[src/rtl/adc_scan_pkg.sv]
package adc_scan_pkg;

    localparam int ADDR_W = 3;
    localparam int DATA_W = 8;

    localparam logic [ADDR_W-1:0] REG_CHAN = 3'd0;
    localparam logic [ADDR_W-1:0] REG_MODE = 3'd1;
    localparam logic [ADDR_W-1:0] REG_IVAL = 3'd2;
    localparam logic [ADDR_W-1:0] REG_LOAD = 3'd3;
    localparam logic [ADDR_W-1:0] REG_CLR  = 3'd4;

    localparam int BIT_ARM  = 7;
    localparam int BIT_UP   = 0;
    localparam int BIT_DIFF = 1;
    localparam int BIT_EXT  = 2;

    typedef enum logic [1:0] {
        ST_IDLE     = 2'd0,
        ST_WAIT_EXT = 2'd1,
        ST_RUN      = 2'd2
    } scan_state_e;

endpackage

[src/rtl/adc_scan_regs.sv]
module adc_scan_regs
    import adc_scan_pkg::*;
#(
    parameter int CH_W  = 3,
    parameter int CNT_W = 4
) (
    input  logic              clk,
    input  logic              rst_n,
    input  logic              wr_en,
    input  logic [ADDR_W-1:0] wr_addr,
    input  logic [DATA_W-1:0] wr_data,
    output logic [CH_W-1:0]   load_ch,
    output logic              scan_en,
    output logic              dir_up,
    output logic              diff_mode,
    output logic              ext_mode,
    output logic [CNT_W-1:0]  ival_act,
    output logic              clr_ovr
);

    logic             loaded_q;
    logic [CNT_W-1:0] ival_stage_q;

    always_ff @(posedge clk or negedge rst_n) begin
        if (!rst_n) begin
            load_ch      <= '0;
            loaded_q     <= 1'b0;
            scan_en      <= 1'b0;
            dir_up       <= 1'b0;
            diff_mode    <= 1'b0;
            ext_mode     <= 1'b0;
            ival_stage_q <= '0;
            ival_act     <= '0;
        end else if (wr_en) begin
            case (wr_addr)
                REG_CHAN: begin
                    if (!wr_data[BIT_ARM]) begin
                        load_ch  <= wr_data[CH_W-1:0];
                        loaded_q <= 1'b1;
                        scan_en  <= 1'b0;
                    end else if (loaded_q) begin
                        scan_en  <= 1'b1;
                    end
                end
                REG_MODE: begin
                    dir_up    <= wr_data[BIT_UP];
                    diff_mode <= wr_data[BIT_DIFF];
                    ext_mode  <= wr_data[BIT_EXT];
                end
                REG_IVAL: ival_stage_q <= wr_data[CNT_W-1:0];
                REG_LOAD: begin
                    if (wr_data[0]) begin
                        ival_act <= ival_stage_q;
                    end
                end
                default: ;
            endcase
        end
    end

    always_comb begin
        clr_ovr = wr_en && (wr_addr == REG_CLR);
    end

endmodule

[src/rtl/adc_scan_step.sv]
module adc_scan_step #(
    parameter int CH_W  = 3,
    parameter int CNT_W = 4
) (
    input  logic [CH_W-1:0]  cur_ch,
    input  logic [CH_W-1:0]  load_ch,
    input  logic             dir_up,
    input  logic             diff_mode,
    input  logic [CNT_W-1:0] cnt,
    input  logic [CNT_W-1:0] ival,
    output logic [CH_W-1:0]  start_ch,
    output logic [CH_W-1:0]  next_ch,
    output logic             is_last,
    output logic [CH_W-1:0]  mux_code
);

    logic [CH_W-1:0]  term_ch;
    logic [CNT_W-1:0] cnt_inc;
    logic             hit_term;
    logic             hit_ival;

    always_comb begin
        start_ch = dir_up ? '0 : load_ch;
        term_ch  = dir_up ? load_ch : '0;
        next_ch  = dir_up ? CH_W'(cur_ch + 1'b1) : CH_W'(cur_ch - 1'b1);
        cnt_inc  = CNT_W'(cnt + 1'b1);
        hit_term = (cur_ch == term_ch);
        hit_ival = (ival != '0) && (cnt_inc == ival);
        is_last  = hit_term || hit_ival;
        mux_code = diff_mode ? {cur_ch[CH_W-2:0], 1'b0} : cur_ch;
    end

endmodule

[src/rtl/adc_scan_fsm.sv]
module adc_scan_fsm
    import adc_scan_pkg::*;
#(
    parameter int CH_W  = 3,
    parameter int CNT_W = 4
) (
    input  logic             clk,
    input  logic             rst_n,
    input  logic             scan_en,
    input  logic             ext_mode,
    input  logic             pace_tick,
    input  logic             ext_pulse,
    input  logic             adc_busy,
    input  logic             clr_ovr,
    input  logic [CH_W-1:0]  start_ch,
    input  logic [CH_W-1:0]  next_ch,
    input  logic             is_last,
    input  logic [CH_W-1:0]  mux_code,
    output logic [CH_W-1:0]  cur_ch,
    output logic [CNT_W-1:0] cnt,
    output logic [CH_W-1:0]  mux_sel,
    output logic             convert_start,
    output logic             scan_done,
    output logic             scan_active,
    output logic             overrun
);

    scan_state_e st_q, st_d;
    logic        fire;
    logic        drop;
    logic        enter_run;

    always_comb begin
        scan_active = (st_q == ST_RUN);
        fire        = scan_active && scan_en && pace_tick && !adc_busy;
        drop        = scan_active && scan_en && pace_tick && adc_busy;
    end

    // next-state logic
    always_comb begin
        st_d = st_q;
        unique case (st_q)
            ST_IDLE: begin
                if (scan_en) begin
                    st_d = ext_mode ? ST_WAIT_EXT : ST_RUN;
                end
            end
            ST_WAIT_EXT: begin
                if (!scan_en) begin
                    st_d = ST_IDLE;
                end else if (ext_pulse) begin
                    st_d = ST_RUN;
                end
            end
            ST_RUN: begin
                if (!scan_en) begin
                    st_d = ST_IDLE;
                end else if (fire && is_last && ext_mode) begin
                    st_d = ST_WAIT_EXT;
                end
            end
            default: st_d = ST_IDLE;
        endcase
        enter_run = (st_q != ST_RUN) && (st_d == ST_RUN);
    end

    // state register
    always_ff @(posedge clk or negedge rst_n) begin
        if (!rst_n) begin
            st_q <= ST_IDLE;
        end else begin
            st_q <= st_d;
        end
    end

    // outputs and channel datapath
    always_ff @(posedge clk or negedge rst_n) begin
        if (!rst_n) begin
            cur_ch        <= '0;
            cnt           <= '0;
            mux_sel       <= '0;
            convert_start <= 1'b0;
            scan_done     <= 1'b0;
            overrun       <= 1'b0;
        end else begin
            convert_start <= fire;
            scan_done     <= fire && is_last;
            if (enter_run) begin
                cur_ch <= start_ch;
                cnt    <= '0;
            end else if (fire) begin
                mux_sel <= mux_code;
                if (is_last) begin
                    cur_ch <= start_ch;
                    cnt    <= '0;
                end else begin
                    cur_ch <= next_ch;
                    cnt    <= CNT_W'(cnt + 1'b1);
                end
            end
            if (drop) begin
                overrun <= 1'b1;
            end else if (clr_ovr) begin
                overrun <= 1'b0;
            end
        end
    end

endmodule

[src/rtl/adc_scan_seq.sv]
module adc_scan_seq
    import adc_scan_pkg::*;
#(
    parameter int NUM_CH = 8,
    parameter int CNT_W  = 4,
    localparam int CH_W  = $clog2(NUM_CH)
) (
    input  logic              clk,
    input  logic              rst_n,
    input  logic              wr_en,
    input  logic [ADDR_W-1:0] wr_addr,
    input  logic [DATA_W-1:0] wr_data,
    input  logic              pace_tick,
    input  logic              ext_scan_start,
    input  logic              adc_busy,
    output logic [CH_W-1:0]   mux_sel,
    output logic              convert_start,
    output logic              scan_done,
    output logic              scan_active,
    output logic              overrun
);

    logic [CH_W-1:0]  load_ch;
    logic             scan_en;
    logic             dir_up;
    logic             diff_mode;
    logic             ext_mode;
    logic [CNT_W-1:0] ival_act;
    logic             clr_ovr;
    logic [CH_W-1:0]  cur_ch;
    logic [CNT_W-1:0] cnt;
    logic [CH_W-1:0]  start_ch;
    logic [CH_W-1:0]  next_ch;
    logic             is_last;
    logic [CH_W-1:0]  mux_code;

    adc_scan_regs #(.CH_W(CH_W), .CNT_W(CNT_W)) regs_i (
        .clk       (clk),
        .rst_n     (rst_n),
        .wr_en     (wr_en),
        .wr_addr   (wr_addr),
        .wr_data   (wr_data),
        .load_ch   (load_ch),
        .scan_en   (scan_en),
        .dir_up    (dir_up),
        .diff_mode (diff_mode),
        .ext_mode  (ext_mode),
        .ival_act  (ival_act),
        .clr_ovr   (clr_ovr)
    );

    adc_scan_step #(.CH_W(CH_W), .CNT_W(CNT_W)) step_i (
        .cur_ch    (cur_ch),
        .load_ch   (load_ch),
        .dir_up    (dir_up),
        .diff_mode (diff_mode),
        .cnt       (cnt),
        .ival      (ival_act),
        .start_ch  (start_ch),
        .next_ch   (next_ch),
        .is_last   (is_last),
        .mux_code  (mux_code)
    );

    adc_scan_fsm #(.CH_W(CH_W), .CNT_W(CNT_W)) fsm_i (
        .clk           (clk),
        .rst_n         (rst_n),
        .scan_en       (scan_en),
        .ext_mode      (ext_mode),
        .pace_tick     (pace_tick),
        .ext_pulse     (ext_scan_start),
        .adc_busy      (adc_busy),
        .clr_ovr       (clr_ovr),
        .start_ch      (start_ch),
        .next_ch       (next_ch),
        .is_last       (is_last),
        .mux_code      (mux_code),
        .cur_ch        (cur_ch),
        .cnt           (cnt),
        .mux_sel       (mux_sel),
        .convert_start (convert_start),
        .scan_done     (scan_done),
        .scan_active   (scan_active),
        .overrun       (overrun)
    );

endmodule

[config.mk]
export PLATFORM = sky130hd
export DESIGN_NAME = adc_scan_seq
export DESIGN_NICKNAME = d
export VERILOG_FILES = /design/src/rtl/adc_scan_pkg.sv /design/src/rtl/adc_scan_regs.sv /design/src/rtl/adc_scan_step.sv /design/src/rtl/adc_scan_fsm.sv /design/src/rtl/adc_scan_seq.sv
export SDC_FILE = /design/constraint.sdc
export NUM_CORES = 1
export LEC_CHECK = 0
export BUFFER_PORTS_ARGS = -buffer_cell sky130_fd_sc_hd__clkbuf_2
export CORE_AREA = 2 2 67 69
export CTS_CLUSTER_SIZE = 12
export DETAILED_ROUTE_END_ITERATION = 8
export DIE_AREA = 0 0 69 71
export SYNTH_ARGS = -nofsm -noshare
export SYNTH_HDL_FRONTEND = slang
export SYNTH_HIERARCHICAL = 1
export SYNTH_SLANG_ARGS = --single-unit
export TNS_END_PERCENT = 100
[constraint.sdc]
create_clock -name clk -period 5.47 [get_ports clk]
set_clock_uncertainty 0.1 [all_clocks]
set_input_delay 0.547 -clock clk [delete_from_list [all_inputs] [get_ports clk]]
set_output_delay 0.547 -clock clk [all_outputs]
set_load 0.01 [all_outputs]
==> impl_metrics.tcl <==
set metrics [dict create \
    grt_usage_pct 14.7 \
    slew_headroom_pct 48.9 \
    clkTransAtPathRegs_ns 0.06 \
    worst_pin_slew_ns 0.766 \
    die_x_um 69 \
    dieArea_um2 4900 \
    num-nets-final 182 \
    fmaxAchievable_mhz 412 \
    finalHoldViolCount 0 \
    design.core.area_um2 4200 \
    wire_per_inst_um 14.5 \
    p_per_area_nw_per_um2 430 \
    synth.top_cells.by_area "dfrtp_1 48%, mux2_2 9.8%, xnor2_1 4.9%, nand2_1 3.5%, mux2_1 2.1%" \
    firstDrtPassIters 4 \
    drc 0 \
    place_area_um2 1760 \
    grt-ovfl-total 0 \
    grt_max_degree 32 \
    gp_congestion 0.855 \
    cts.sinks 31 \
    synth_area_um2 1610 \
    antenna_found_initial 0 \
    die_h_um 71 \
    final_core_utilization_pct 44.0 \
    ir_drop_uv 167 \
    numCtsBuffers 5 \
    total_power_uw 795 \
    ff2ff_setup_slack_ns 3.04 \
    swShare_pct 33.6 \
    initial_core_util_pct 38.2 \
    reg2reg_depth 8 \
    critPathRequiredTime_ns 5.54 \
    combPwrFrac_pct 32.4 \
    clock_path_buffers 2 \
    crit_path_start_kind "flip-flop" \
    yosysSeqAreaShare_pct 48.2 \
    final_cells 214 \
    p_seq_share_pct 45.0 \
    crit_fanout 7 \
    drive_gt1_share_pct 34.0 \
    rows 24 \
    cp.arrival_ns 2.50 \
    grt_pass1_vias 1218 \
    grt_pass1_wl_um 5550 \
    io_pins 24 \
    final_common_cell "dfrtp_1" \
    syn-mean-instance-area_um2 11.8 \
    clock_latency_ns 0.29 \
    synth_top_area_share_pct 48.2 \
    crit_end "fsm_i/st_q[1]$_DFF_PN0_" \
    fill_cells 407 \
    htree_levels 2 \
    hpwl_um 2340 \
    final_area_um2 1850 \
    routed_wirelength_um 3100 \
    cts.repair.resized 0 \
    critPathLaunch "fsm_i/cnt[0]$_DFFE_PN0P_" \
    final_cell_mix "31 x dfrtp_1, 20 x clkbuf_2, 15 x nand2_1" \
    fin_tns_setup_ns 0 \
    synth_cell_types 37 \
    yosysTopAreaCell "dfrtp_1" \
    diodes 0 \
    status "finished clean" \
    root_buffer "clkbuf_8" \
    switchingPower_uw 267 \
    ys_seq_elements 31 \
    vias 1107 \
    cp-end-kind "flip-flop" \
    dp.cells 207 \
    post_cts_buffers 0 \
    drtIter0Drc 22 \
    pre_cts_ws_ns 3.05 \
    cts_tree "yes" \
    maxSlewViolCount 0 \
    ys_warn_count 6 \
    drtAntennaViolNets 0 \
    setup_violations 0 \
    hold_class "input pin to async pin" \
    crit_type "flip-flop to flip-flop" \
    port_buffers 20 \
    grt_setup_unrepaired "no" \
    area_growth_pct 15.0 \
    layout_setup_ws_ns 3.04 \
    hold_slack_ns 0.228 \
    p_clk_share_pct 22.6 \
    r2r_start "fsm_i/cnt[0]$_DFFE_PN0P_" \
    cts_hold_buf 0 \
    vias_per_cell 5.17 \
    synth_cells 136 \
    r2r-end "fsm_i/st_q[1]$_DFF_PN0_" \
    p_leak_nw 0.870 \
    min_period_ns 2.43 \
    power.internal_uw 528 \
    synth_nets 156 \
    maxCapViolations 0 \
    min_period_over_period_pct 44.4 \
]
[layout make-up]
class                           count  area [um^2]  area share [%]
Inverter                            6         22.5            1.22
Tap cell                           52         65.1            3.52
Clock buffer                        6         82.6            4.47
Sequential cell                    31          776            41.9
Clock inverter                      1         5.00           0.271
Timing Repair Buffer               20          100            5.41
Multi-Input combinational cell     98          798            43.2
[synth_stat cells, drive strengths merged]
cell type and n:
nand4 1, mux2 17, nor3 5, xnor2 9, nor4 2, o22ai 1
o21a 3, or2b 1, or2 2, xor2 2, a221o 3, ha 2
nor3b 2, nand3b 3, a21oi 4, nor2b 2, nor2 6, fa 1
nand2 15, nand4b 1, a31oi 1, a22o 1, a21boi 1, nor4b 1
nand3 4, dfrtp 31, buf 1, inv 6, or4 2, and2b 3
nand2b 2, a31o 1
[power by group through the flow]
stage / registers [mW] / clock network (mW) / logic (mW)
global placement: 0.356 / 0 / 0.245
detailed placement: 0.363 / 0 / 0.258
CTS: 0.359 / 0.188 / 0.260
floorplan: 0.351 / 0 / 0.193
global route: 0.369 / 0.200 / 0.289
finish: 0.358 / 0.180 / 0.257
[critical path, stage by stage, from the launching register on]
cell and delay (ns):
dfrtp_1 0.46, ha_1 0.34, xor2_1 0.14, nor3_1 0.19, nand3_1 0.11, nand3_1 0.21, nor3b_2 0.39, nand2_1 0.12
a31o_2 0.25
[worst min path at each step]
stage | cells after the start | slack, ns | to
floorplan | 0 | 0.15 | fsm_i/cnt[0]$_DFFE_PN0P_
global placement | 1 | 0.35 | regs_i/loaded_q$_DFFE_PN0P_
detailed placement | 1 | 0.37 | regs_i/loaded_q$_DFFE_PN0P_
CTS | 1 | 0.24 | fsm_i/mux_sel[1]$_DFFE_PN0P_
global route | 1 | 0.29 | fsm_i/mux_sel[1]$_DFFE_PN0P_
finish | 1 | 0.23 | fsm_i/mux_sel[1]$_DFFE_PN0P_
[metal layers]
metal  up-vias  track usage (%)  routed length (um)
met5         -                0                   0
met4         0             9.37                  90
met3         8             3.99                 119
met2        24             24.5                1550
met1       542             16.8                1340
li1        533                -                   -
[kinds of logic after synthesis]
kind of cell | share of synthesized area, %
compound gates | 7.08
xor+xnor | 5.99
fa+ha+maj | 2.80
buf+inv | 2.10
flops | 48.2
mux | 11.9
simple gates | 21.9
[state kept, by name, summed over array words and instances, names as in the netlist, 2 cells and up]
name and cells:
fsm_i/cnt 4, fsm_i/cur_ch 3, fsm_i/mux_sel 3, fsm_i/st_q 2, regs_i/ival_act 4, regs_i/ival_stage_q 4
regs_i/load_ch 3
Power figures use the tool's default switching activity.
